File: src/rtl/epoch_fetch.sv
module epoch_fetch #(
  parameter int AW = 32,
  parameter int IW = 32,
  parameter int DEPTH = 4,
  parameter logic [AW-1:0] RESET_PC = '0
) (
  input  logic          clk,
  input  logic          rst_n,
  input  logic          redir_valid,
  input  logic [AW-1:0] redir_pc,
  output logic          req_valid,
  output logic [AW-1:0] req_addr,
  input  logic          req_ready,
  input  logic          rsp_valid,
  input  logic [IW-1:0] rsp_data,
  output logic          rsp_pop,
  output logic          out_valid,
  output logic [IW-1:0] out_instr,
  output logic [AW-1:0] out_pc,
  input  logic          out_ready
);
  localparam int PW = (DEPTH > 1) ? $clog2(DEPTH) : 1;
  localparam int CW = $clog2(DEPTH + 1);

  logic [AW-1:0]    pc_r;
  logic             epoch_r;
  logic [AW-1:0]    trk_pc [DEPTH];
  logic [DEPTH-1:0] trk_ep;
  logic [PW-1:0]    wp, rp;
  logic [CW-1:0]    cnt;

  logic head_live, hit, push;

  function automatic logic [PW-1:0] bump(input logic [PW-1:0] p);
    return (p == PW'(DEPTH - 1)) ? '0 : p + 1'b1;
  endfunction

  assign head_live = rsp_valid && (cnt != '0);
  assign hit       = (trk_ep[rp] == epoch_r);
  assign out_valid = head_live && hit;
  assign rsp_pop   = head_live && (!hit || out_ready);
  assign req_valid = (cnt != CW'(DEPTH)) || rsp_pop;
  assign push      = req_valid && req_ready;
  assign req_addr  = pc_r;
  assign out_pc    = trk_pc[rp];
  assign out_instr = rsp_data;

  always_ff @(posedge clk or negedge rst_n) begin
    if (!rst_n) begin
      pc_r    <= RESET_PC;
      epoch_r <= 1'b0;
    end else if (redir_valid) begin
      pc_r    <= redir_pc;
      epoch_r <= ~epoch_r;
    end else if (push) begin
      pc_r    <= pc_r + AW'(4);
    end
  end

  always_ff @(posedge clk or negedge rst_n) begin
    if (!rst_n) begin
      wp     <= '0;
      rp     <= '0;
      cnt    <= '0;
      trk_ep <= '0;
    end else begin
      if (push) begin
        wp         <= bump(wp);
        trk_ep[wp] <= epoch_r;
      end
      if (rsp_pop) rp <= bump(rp);
      case ({push, rsp_pop})
        2'b10:   cnt <= cnt + 1'b1;
        2'b01:   cnt <= cnt - 1'b1;
        default: cnt <= cnt;
      endcase
    end
  end

  always_ff @(posedge clk) begin
    if (push) trk_pc[wp] <= pc_r;
  end
endmodule


File: config.mk
export PLATFORM = sky130hd
export DESIGN_NAME = epoch_fetch
export DESIGN_NICKNAME = d
export VERILOG_FILES = /design/src/rtl/epoch_fetch.sv
export SDC_FILE = /design/constraint.sdc
export NUM_CORES = 1
export LEC_CHECK = 0
export ABC_AREA = 1
export BUFFER_PORTS_ARGS = -buffer_cell sky130_fd_sc_hd__buf_2
export CAP_MARGIN = 0
export CELL_PAD_IN_SITES_DETAIL_PLACEMENT = 0
export CELL_PAD_IN_SITES_GLOBAL_PLACEMENT = 1
export CORE_MARGIN = 3
export CORE_UTILIZATION = 38
export DETAILED_ROUTE_END_ITERATION = 10
export GPL_TIMING_DRIVEN = 0
export PLACE_DENSITY = 0.85
export SLEW_MARGIN = 30
export SYNTH_ARGS = -nofsm -noshare
export SYNTH_HDL_FRONTEND = slang
export SYNTH_SLANG_ARGS = --single-unit
File: constraint.sdc
create_clock -name clk -period 2.4 [get_ports clk]
set_clock_uncertainty 0.2 [all_clocks]
set_input_delay 0.12 -clock clk [delete_from_list [all_inputs] [get_ports clk]]
set_output_delay 0.12 -clock clk [all_outputs]
set_load 0.02 [all_outputs]
==> results of run 1 <==
==> cells in the final DEF (no fill, tap or decap), types with 3 or more instances in the layout <==
cell type,count
xor2_1,12
buf_2,133
nand4_1,9
edfxtp_1,128
clkbuf_1,12
nand2_2,3
o22ai_1,32
buf_4,36
clkbuf_16,17
bufinv_16,3
buf_6,3
xnor2_1,7
bufinv_8,3
dfrtp_1,39
clkbuf_2,9
nor2_1,97
nand3_1,48
inv_6,4
o21ai_0,82
nand3_2,3
dlygate4sd3_1,38
clkbuf_4,8
dfrtp_2,5
nand3b_1,7
nand2_1,213
nor3b_1,3
inv_1,27
ha_1,5
nor3_1,7
==> flip-flops by register name, summed over array words and instances, names as in the netlist <==
register	count
cnt	3
trk_pc	128
rp	2
req_addr	32
trk_ep	4
wp	2
epoch_r	1
==> cell type report <==
cell class	count	area [sq um]	area share [%]
Buffer	69	464	4.56
Multi-Input combinational cell	539	2570	25.2
Timing Repair Buffer	173	1070	10.5
Sequential cell	172	4950	48.6
Clock buffer	17	425	4.18
Tap cell	270	338	3.32
Clock inverter	15	186	1.83
Inverter	34	174	1.71
==> power by group through the flow <==
stage / clock (uW) / combinational [uW] / sequential, uW
floorplan: 0 / 2570 / 4620
global placement: 0 / 4040 / 4680
detailed placement: 0 / 4140 / 4690
CTS: 2890 / 4330 / 4640
global route: 3000 / 4730 / 4740
finish: 2860 / 4290 / 4650
==> per-layer routing <==
metal  GRT usage, %  wire length (microns)
met2           33.3                  10900
met4           4.94                    250
met5              0                      0
met1           25.2                   9200
met3           4.28                   1800
==> timing repair <==
action | CTS | global route
endpoints found under the setup margin | 135 | 146
gates resized for setup | 38 | 12
hold endpoints to repair | 78 | 0
hold buffers | 38 | 0
==> through the flow <==
step                setup TNS, ps  cell area (sq um)  power [uW]  utilization, %
finish                          0              10200       11800            49.7
global route                    0              10200       12500            49.7
CTS                             0              10200       11900            49.6
detailed placement         -25670               9070        8840            44.3
global placement           -86700               9050        8720            44.2
floorplan                       0               8040        7190               -
==> critical path, delay by kind of cell, from the launching register on <==
kind	cells	cell delay (ps)
AOI/OAI and AO/OA	1	260
buffers and inverters	4	780
DFF	1	470
and+or+nand+nor	1	60
==> path summary, 6_finish.rpt <==
kind / from / end / slack (ps) / cells past startpoint
setup / recovery: rp[0] / out_pc[4] / 70 / 6
hold / removal: rsp_valid / cnt[2] / 20 / 7
setup reg to reg: rp[1] / trk_pc[2][12] / 120 / 9
hold reg to reg: trk_ep[3] / trk_ep[3] / 290 / 2
max in group asynchronous: rst_n / req_addr[4] / 1510 / 2
min in group asynchronous: rst_n / rp[1] / 50 / 2
==> logic make-up after synthesis <==
kind of cell | count (synthesis) | share of synthesized area, %
AO/OA/AOI/OAI | 118 | 7.90
XOR/XNOR | 19 | 2.07
adder cells (fa/ha/maj) | 7 | 1.18
buffers and inverters | 103 | 6.72
flip-flops | 172 | 61.5
AND/OR/NAND/NOR | 395 | 20.7
==> results.cfg, run 1 <==
[sta]
slew_violations = 0
worstMarginPinSlew_ps = 598
hold_slack_ps = 24.4
finalHoldViolations = 0
layout_setup_ws_ps = 73.1
min_period_ps = 2330
slew_headroom_pct = 60.1
fmax_ghz = 0.430
rsz0062_at_grt = false
setup_viol = 0
fin_crit_sh_pct = 97.0

[power_and_ir_drop]
switching_share_pct = 39.6
vdd_drop_max_mv = 0.550
p_sw_uw = 4670
clockPowerShare_pct = 24.2
comb_power_share_pct = 36.4
power_density_nw_per_um2 = 1160
p_leak_uw = 0.00433
p_int_uw = 7140
power_frac_seq_pct = 39.4

[worst_setup_path]
critPathSlowestCell = dfrtp_2
startpoint_type = register
slowest_delay_ps = 470
crit_path_cell_trace = inv_2, clkbuf_4, clkbuf_4, nor2_1, o22ai_1, buf_2
critPathMaxFanout = 10
path_common_cell = clkbuf_4
crit_path_end_kind = primary output
worst_ep_required_time_ps = 2080
cp.arrival_ps = 2010
critPathKind = reg2out

[synthesis]
yosysUniqueCellTypes = 30
async_flop_share_pct = 25.6
synth_area_sq_um = 8040
synth.most_common_cell = nand2_1
ys.flop_type = edfxtp_1
synth_common_cells = nand2_1 (213), edfxtp_1 (128), nor2_1 (99)
netlist_instances = 814
synth_edf_count = 128
yosysWarnings = 0
syn_nets = 891
synth_area_leaders = edfxtp_1 (48%), dfrtp_1 (14%), nand2_1 (9.9%)
netlist.area_leader.share_pct = 47.8
ys_ff_latch = 172
syn_avg_cell_area_sq_um = 9.88
synth_top_cell_by_area = edfxtp_1
synth.yosys.seq_area_share_pct = 61.5

[clock_network]
cts_tree = built
clk_pin_slew_ps = 70
postCtsSetupBuffers = 0
clock_path_buffers = 2
clkLatencyLatePin_ps = 430
root_buffer = clkbuf_16
h-tree-depth = 4
cts.sinks = 172
numCtsBuffers = 17

[min_path]
min_path_type = in2reg

[die]
core_area_sq_um = 20500
die_area_sq_um = 23000
rows = 52
die_h_microns = 151
start_util_pct = 39.2
die_x_microns = 151
pin_count = 169

[placed_design]
dp.cells = 1219
numPortBuffers = 134
dp_slack_ps = -296
gp_routability_congestion = 0.853
place_hpwl_mm = 15.1

[global_route]
antenna_found_initial = 0
grt_usage_pct = 19.4
grt_max_degree = 45
grt_overflow_total = 0
grt_pass1_vias = 6313
grt_pass1_wl_mm = 33.8

[status]
status = completed

[finish]
nNetsFinal = 1083
antenna_cells = 0
area_growth_pct = 26.6
final_layout_size_suffix_gt1_share_pct = 24.0
fill_cells = 1908
stdcell_count = 1289

[route]
post_drt_wl_per_cell_microns = 17.2
ant_nets = 0
drc = 0
routed_via_density = 5.04
vias = 6502
first_pass_iters = 5
drt-initial-drc-count = 507
wl_mm = 22.2

[run]
cap_viol_max_count = 0
Power figures use the tool's default switching activity.
==> run 2: changes to the inputs <==
==> constraint.sdc (replaced) <==
create_clock -name clk -period 2.4 [get_ports clk]
set_clock_uncertainty 0.2 [all_clocks]
set_input_delay 0.48 -clock clk [delete_from_list [all_inputs] [get_ports clk]]
set_output_delay 0.48 -clock clk [all_outputs]
set_load 0.02 [all_outputs]
==> run 2 against run 1 <==
  * The run now ends with setup timing left
  * Die area stayed put
  * Critical path depth stayed put
  * Setup slack worse by 170 ps
  * Largest power group is now combinational logic
==> results.cfg, run 2 (synthesis results as in run 1) <==
[worst_setup_path]
reg2reg_slack_ps = 60
critPathMaxFanout = 6
worst_ep_required_time_ps = 1720
critPathKind = reg2out
startpoint_type = register
cp.arrival_ps = 1820
critPathSlowestCell = dfrtp_2
path_common_cell = clkbuf_16
crit_path_cell_trace = clkinv_4, clkbuf_16, clkbuf_16, o21ai_4, o22ai_4, buf_6
slowest_delay_ps = 470
crit_path_end_kind = primary output

[sta]
rsz0062_at_grt = true
fmax_ghz = 0.401
slew_violations = 0
slew_headroom_pct = 59.3
layout_setup_ws_ps = -96.3
worstMarginPinSlew_ps = 610
min_period_ps = 2500
fin_crit_sh_pct = 104
setup_viol = 29
setup_tns_ps = -1170
finalHoldViolations = 0
hold_slack_ps = 74.9

[global_route]
grt_max_degree = 45
grt_usage_pct = 20.2
grt_pass1_wl_mm = 35.0
grt-busiest-layer = met2
antenna_found_initial = 0
grt_overflow_total = 0
grt_pass1_vias = 6376
use_met3_pct = 4.40
met2_usage_pct = 34.7
grt_use_met1_pct = 26.2

[clock_network]
cts.sinks = 172
root_buffer = clkbuf_16
cts_tree = built
numCtsBuffers = 17
clk_pin_slew_ps = 70
clkLatencyLatePin_ps = 430
clock_path_buffers = 2
h-tree-depth = 4

[route]
drc = 0
wl_mm = 23.4
ant_nets = 0
post_drt_wl_per_cell_microns = 18.5
vias = 6508
drt-initial-drc-count = 556
first_pass_iters = 5
routed_via_density = 5.12

[finish]
multi_input_area_sq_um = 2950
area_growth_pct = 33.9
antenna_cells = 0
final_layout_size_suffix_gt1_share_pct = 32.8
stdcell_count = 1270
largest_reg_flops = 128
final-seq-area_sq_um = 4950
fill_cells = 1782
finalInstanceArea_sq_um = 10800
nNetsFinal = 1064
final_cell_mix = nand2_1 (212), edfxtp_1 (128), buf_2 (100)
top_register = trk_pc
final_common_cell = nand2_1

[die]
die_h_microns = 151
rows = 52
core_area_sq_um = 20500
pin_count = 169
die_x_microns = 151
die_area_sq_um = 23000
start_util_pct = 39.2

[placed_design]
place_area_sq_um = 9070
place_hpwl_mm = 15.1
gp_routability_congestion = 0.853
numPortBuffers = 134
dp.cells = 1219

[status]
violations = setup timing
status = finished, violations left

[run]
cap_viol_max_count = 0

[power_and_ir_drop]
power_density_nw_per_um2 = 1270
vdd_drop_max_mv = 0.576
p_leak_uw = 0.00451

[min_path]
min_path_type = in2reg
run 2: cell types whose count changed in the layout (fill, tap and decap cells not counted), moves of 8 or more:
cell and delta:
nor2_1 -20, nor2_2 +14, o21ai_1 +26, o22ai_2 +17, o22ai_1 -19, buf_6 +23
clkbuf_2 -8, o21ai_4 +8, buf_2 -33, buf_4 +25, clkbuf_8 +10, o21ai_0 -44
dlygate4sd3_1 -37, o21ai_2 +10
run 2: cell type report:
cell class,count,share of cell area (%)
sequential,172,46.0
multi-input combinational,539,27.4
timing repair buffer,154,9.65
buffer,69,6.10
clock buffer,17,3.95
tap,270,3.14
inverter,34,2.03
clock inverter,15,1.73
run 2: where the power goes:
group	internal [uW]	switching (uW)	leakage (uW)	total (uW)
clock network	1660	1210	0.000300	2870
registers	4060	657	0.00173	4720
logic	2600	3450	0.00248	6050
run 2: worst max-delay path, delay by kind of cell (launching register included):
family                 cells  cell delay [ps]
buffers and inverters      4              630
flip-flops                 1              470
AO/OA/AOI/OAI              2              270
run 2: what timing repair did:
| action | CTS | global route |
|---|---|---|
| gates resized for setup | 171 | 101 |
| endpoints found under the setup margin | 138 | 165 |
| setup buffers | 9 | 2 |
| hold buffers | 1 | 0 |
| pin swaps | 16 | 15 |
| hold endpoints to repair | 44 | 0 |
| gates cloned | 5 | 2 |
run 2: path summary, 6_finish.rpt:
| kind | start | cells after the start | end |
|---|---|---|---|
| min in group asynchronous | rst_n | 2 | rp[1] |
| hold reg to reg | epoch_r | 1 | epoch_r |
| setup / recovery | rp[0] | 6 | out_pc[13] |
| max in group asynchronous | rst_n | 2 | req_addr[4] |
| hold / removal | redir_pc[0] | 3 | req_addr[0] |
| setup reg to reg | rp[0] | 11 | trk_pc[1][14] |
run 2: stage by stage:
step / util (%) / total power, uW / worst slack, ps
6_report: 52.5 / 13600 / -96.3
5_1_grt: 52.5 / 14300 / -140
3_3_place_gp: 44.2 / 8720 / -706
4_1_cts: 50.7 / 13000 / -76.7
3_5_place_dp: 44.3 / 8840 / -387
2_1_floorplan: - / 7190 / 4.20
run 2: routing by layer:
metal / routed length, microns / vias up
met4: 348 / 0
li1: - / 3088
met2: 11700 / 265
met5: 0 / -
met1: 9750 / 3125
met3: 1610 / 30
==> run 3: changes to the inputs <==
==> constraint.sdc (replaced) <==
create_clock -name clk -period 2.4 [get_ports clk]
set_clock_uncertainty 0.2 [all_clocks]
set_input_delay 0.6 -clock clk [delete_from_list [all_inputs] [get_ports clk]]
set_output_delay 0.6 -clock clk [all_outputs]
set_load 0.02 [all_outputs]
==> run 3 against run 2 <==
  * The flow still finishes with violations (setup timing)
  * Clock-buffer cell count unchanged
  * Wire length increased by 2.7%
  * Die area unchanged
  * Register-to-register slack about the same
  * Critical path depth unchanged
  * Final area increased by 0.88%
  * First-iteration DRC count increased by 15%
  * Global-route usage decreased by 0.29 points
  * Non-clock buffer count increased by 5
  * Via count increased by 2.3%
  * Sequential share of layout area decreased by 0.40 points
  * Critical endpoint is now out_pc[4]
==> results.cfg, run 3 (synthesis results as in run 1) <==
[finish]
final_cell_mix = nand2_1 (210), edfxtp_1 (128), buf_2 (99)
antenna_cells = 0
final_common_cell = nand2_1
final-seq-area_sq_um = 4950
area_growth_pct = 35.1
nNetsFinal = 1075
multi_input_area_sq_um = 2960
fin_util_pct = 53.0
top_register = trk_pc
largest_reg_flops = 128
final_layout_size_suffix_gt1_share_pct = 34.1
fill_cells = 1755

[route]
vias = 6659
ant_nets = 0
drt-initial-drc-count = 641
first_pass_iters = 5
post_drt_wl_per_cell_microns = 18.8
routed_via_density = 5.20
drc = 0
wl_mm = 24.1

[clock_network]
root_buffer = clkbuf_16
cts_tree = built
h-tree-depth = 4
clk_pin_slew_ps = 70
numCtsBuffers = 17
cts.sinks = 172
clock_path_buffers = 2
clkLatencyLatePin_ps = 430

[die]
die_h_microns = 151
die_area_sq_um = 23000
core_area_sq_um = 20500
pin_count = 169
rows = 52
start_util_pct = 39.2
die_x_microns = 151

[status]
status = finished, violations left
violations = setup timing

[power_and_ir_drop]
vdd_drop_max_mv = 0.544
power_density_nw_per_um2 = 1260
p_leak_uw = 0.00457

[sta]
layout_setup_ws_ps = -223
min_period_ps = 2620
slew_violations = 0
setup_viol = 35
rsz0062_at_grt = true
worstMarginPinSlew_ps = 689
slew_headroom_pct = 54.1
fin_crit_sh_pct = 109
finalHoldViolations = 0
fmax_ghz = 0.381
setup_tns_ps = -5420

[placed_design]
gp_routability_congestion = 0.853
numPortBuffers = 134
dp_slack_ps = -507
place_hpwl_mm = 15.1

[worst_setup_path]
crit_path_cell_trace = clkinv_4, clkbuf_16, clkbuf_16, nor2_2, o22ai_2, buf_6
critPathSlowestCell = dfrtp_2
worst_ep_required_time_ps = 1600
critPathKind = reg2out
startpoint_type = register
crit_path_end_kind = primary output
path_common_cell = clkbuf_16
slowest_delay_ps = 480
reg2reg_slack_ps = 50
cp.arrival_ps = 1820
critPathMaxFanout = 10
cp_num_buf_inv = 4
path_delay_family = buffers and inverters

[min_path]
min_path_type = in2reg

[global_route]
grt_pass1_vias = 6444
grt_usage_pct = 19.9
grt_max_degree = 45
grt_overflow_total = 0
antenna_found_initial = 0
grt_pass1_wl_mm = 34.5

[run]
cap_viol_max_count = 0
[run 3: layer usage]
layer  global-route usage (%)  vias up  share of wire, %
met1                     25.6     3142                39
met5                        0        -                 0
met3                     4.46       42               8.7
met2                     33.8      353                50
met4                     5.80        0               2.0
li1                         -     3122                 -
[run 3: area by class of cell]
cell class / instances / share of cell area, %
well taps: 270 / 3.11
repair inverters: 6 / 0.484
repair buffers: 159 / 10.0
inverters: 34 / 2.02
clock buffers: 17 / 3.92
multi-input cells: 539 / 27.2
plain buffers: 69 / 5.99
flip-flops and latches: 172 / 45.6
clock inverters: 15 / 1.72
[run 3: final timing paths]
| path | start | endpoint | depth (start not counted) |
|---|---|---|---|
| setup / recovery | rp[0] | out_pc[4] | 6 |
| min in group asynchronous | rst_n | rp[1] | 2 |
| max in group asynchronous | rst_n | req_addr[4] | 2 |
| hold reg to reg | cnt[0] | cnt[0] | 1 |
| setup reg to reg | rp[0] | trk_pc[0][14] | 12 |
| hold / removal | redir_pc[0] | req_addr[0] | 3 |
[run 3: worst min-delay path, cell delays in order]
cell and delay (ps):
buf_2 90, nand2_1 50, nand2_1 60
[run 3: where the power goes]
group	internal [uW]	total, uW	switching [uW]
combinational	2640	6170	3530
clock	1660	2860	1200
sequential	4060	4700	638
total	8350	13700	5370
[run 3: through the flow]
| stage | hold slack, ps | total power [uW] | area, sq um | instances |
|---|---|---|---|---|
| 6_report | 197 | 13700 | 10900 | 1281 |
| 5_1_grt | 208 | 14400 | 10900 | 1281 |
| 4_1_cts | 180 | 13000 | 10400 | 1265 |
| 3_5_place_dp | 276 | 8840 | 9070 | 1219 |
| 3_3_place_gp | 269 | 8720 | 9050 | 1218 |
| 2_1_floorplan | 104 | 7190 | 8040 | 814 |
[run 3: timing repair]
action                                  CTS  global route
gates resized for setup                 181           104
endpoints found under the setup margin  138           145
hold buffers                              1             0
endpoints found under the hold margin    14             0
cloned                                    5             9
pin swaps                                23            13
setup buffers                             8             8
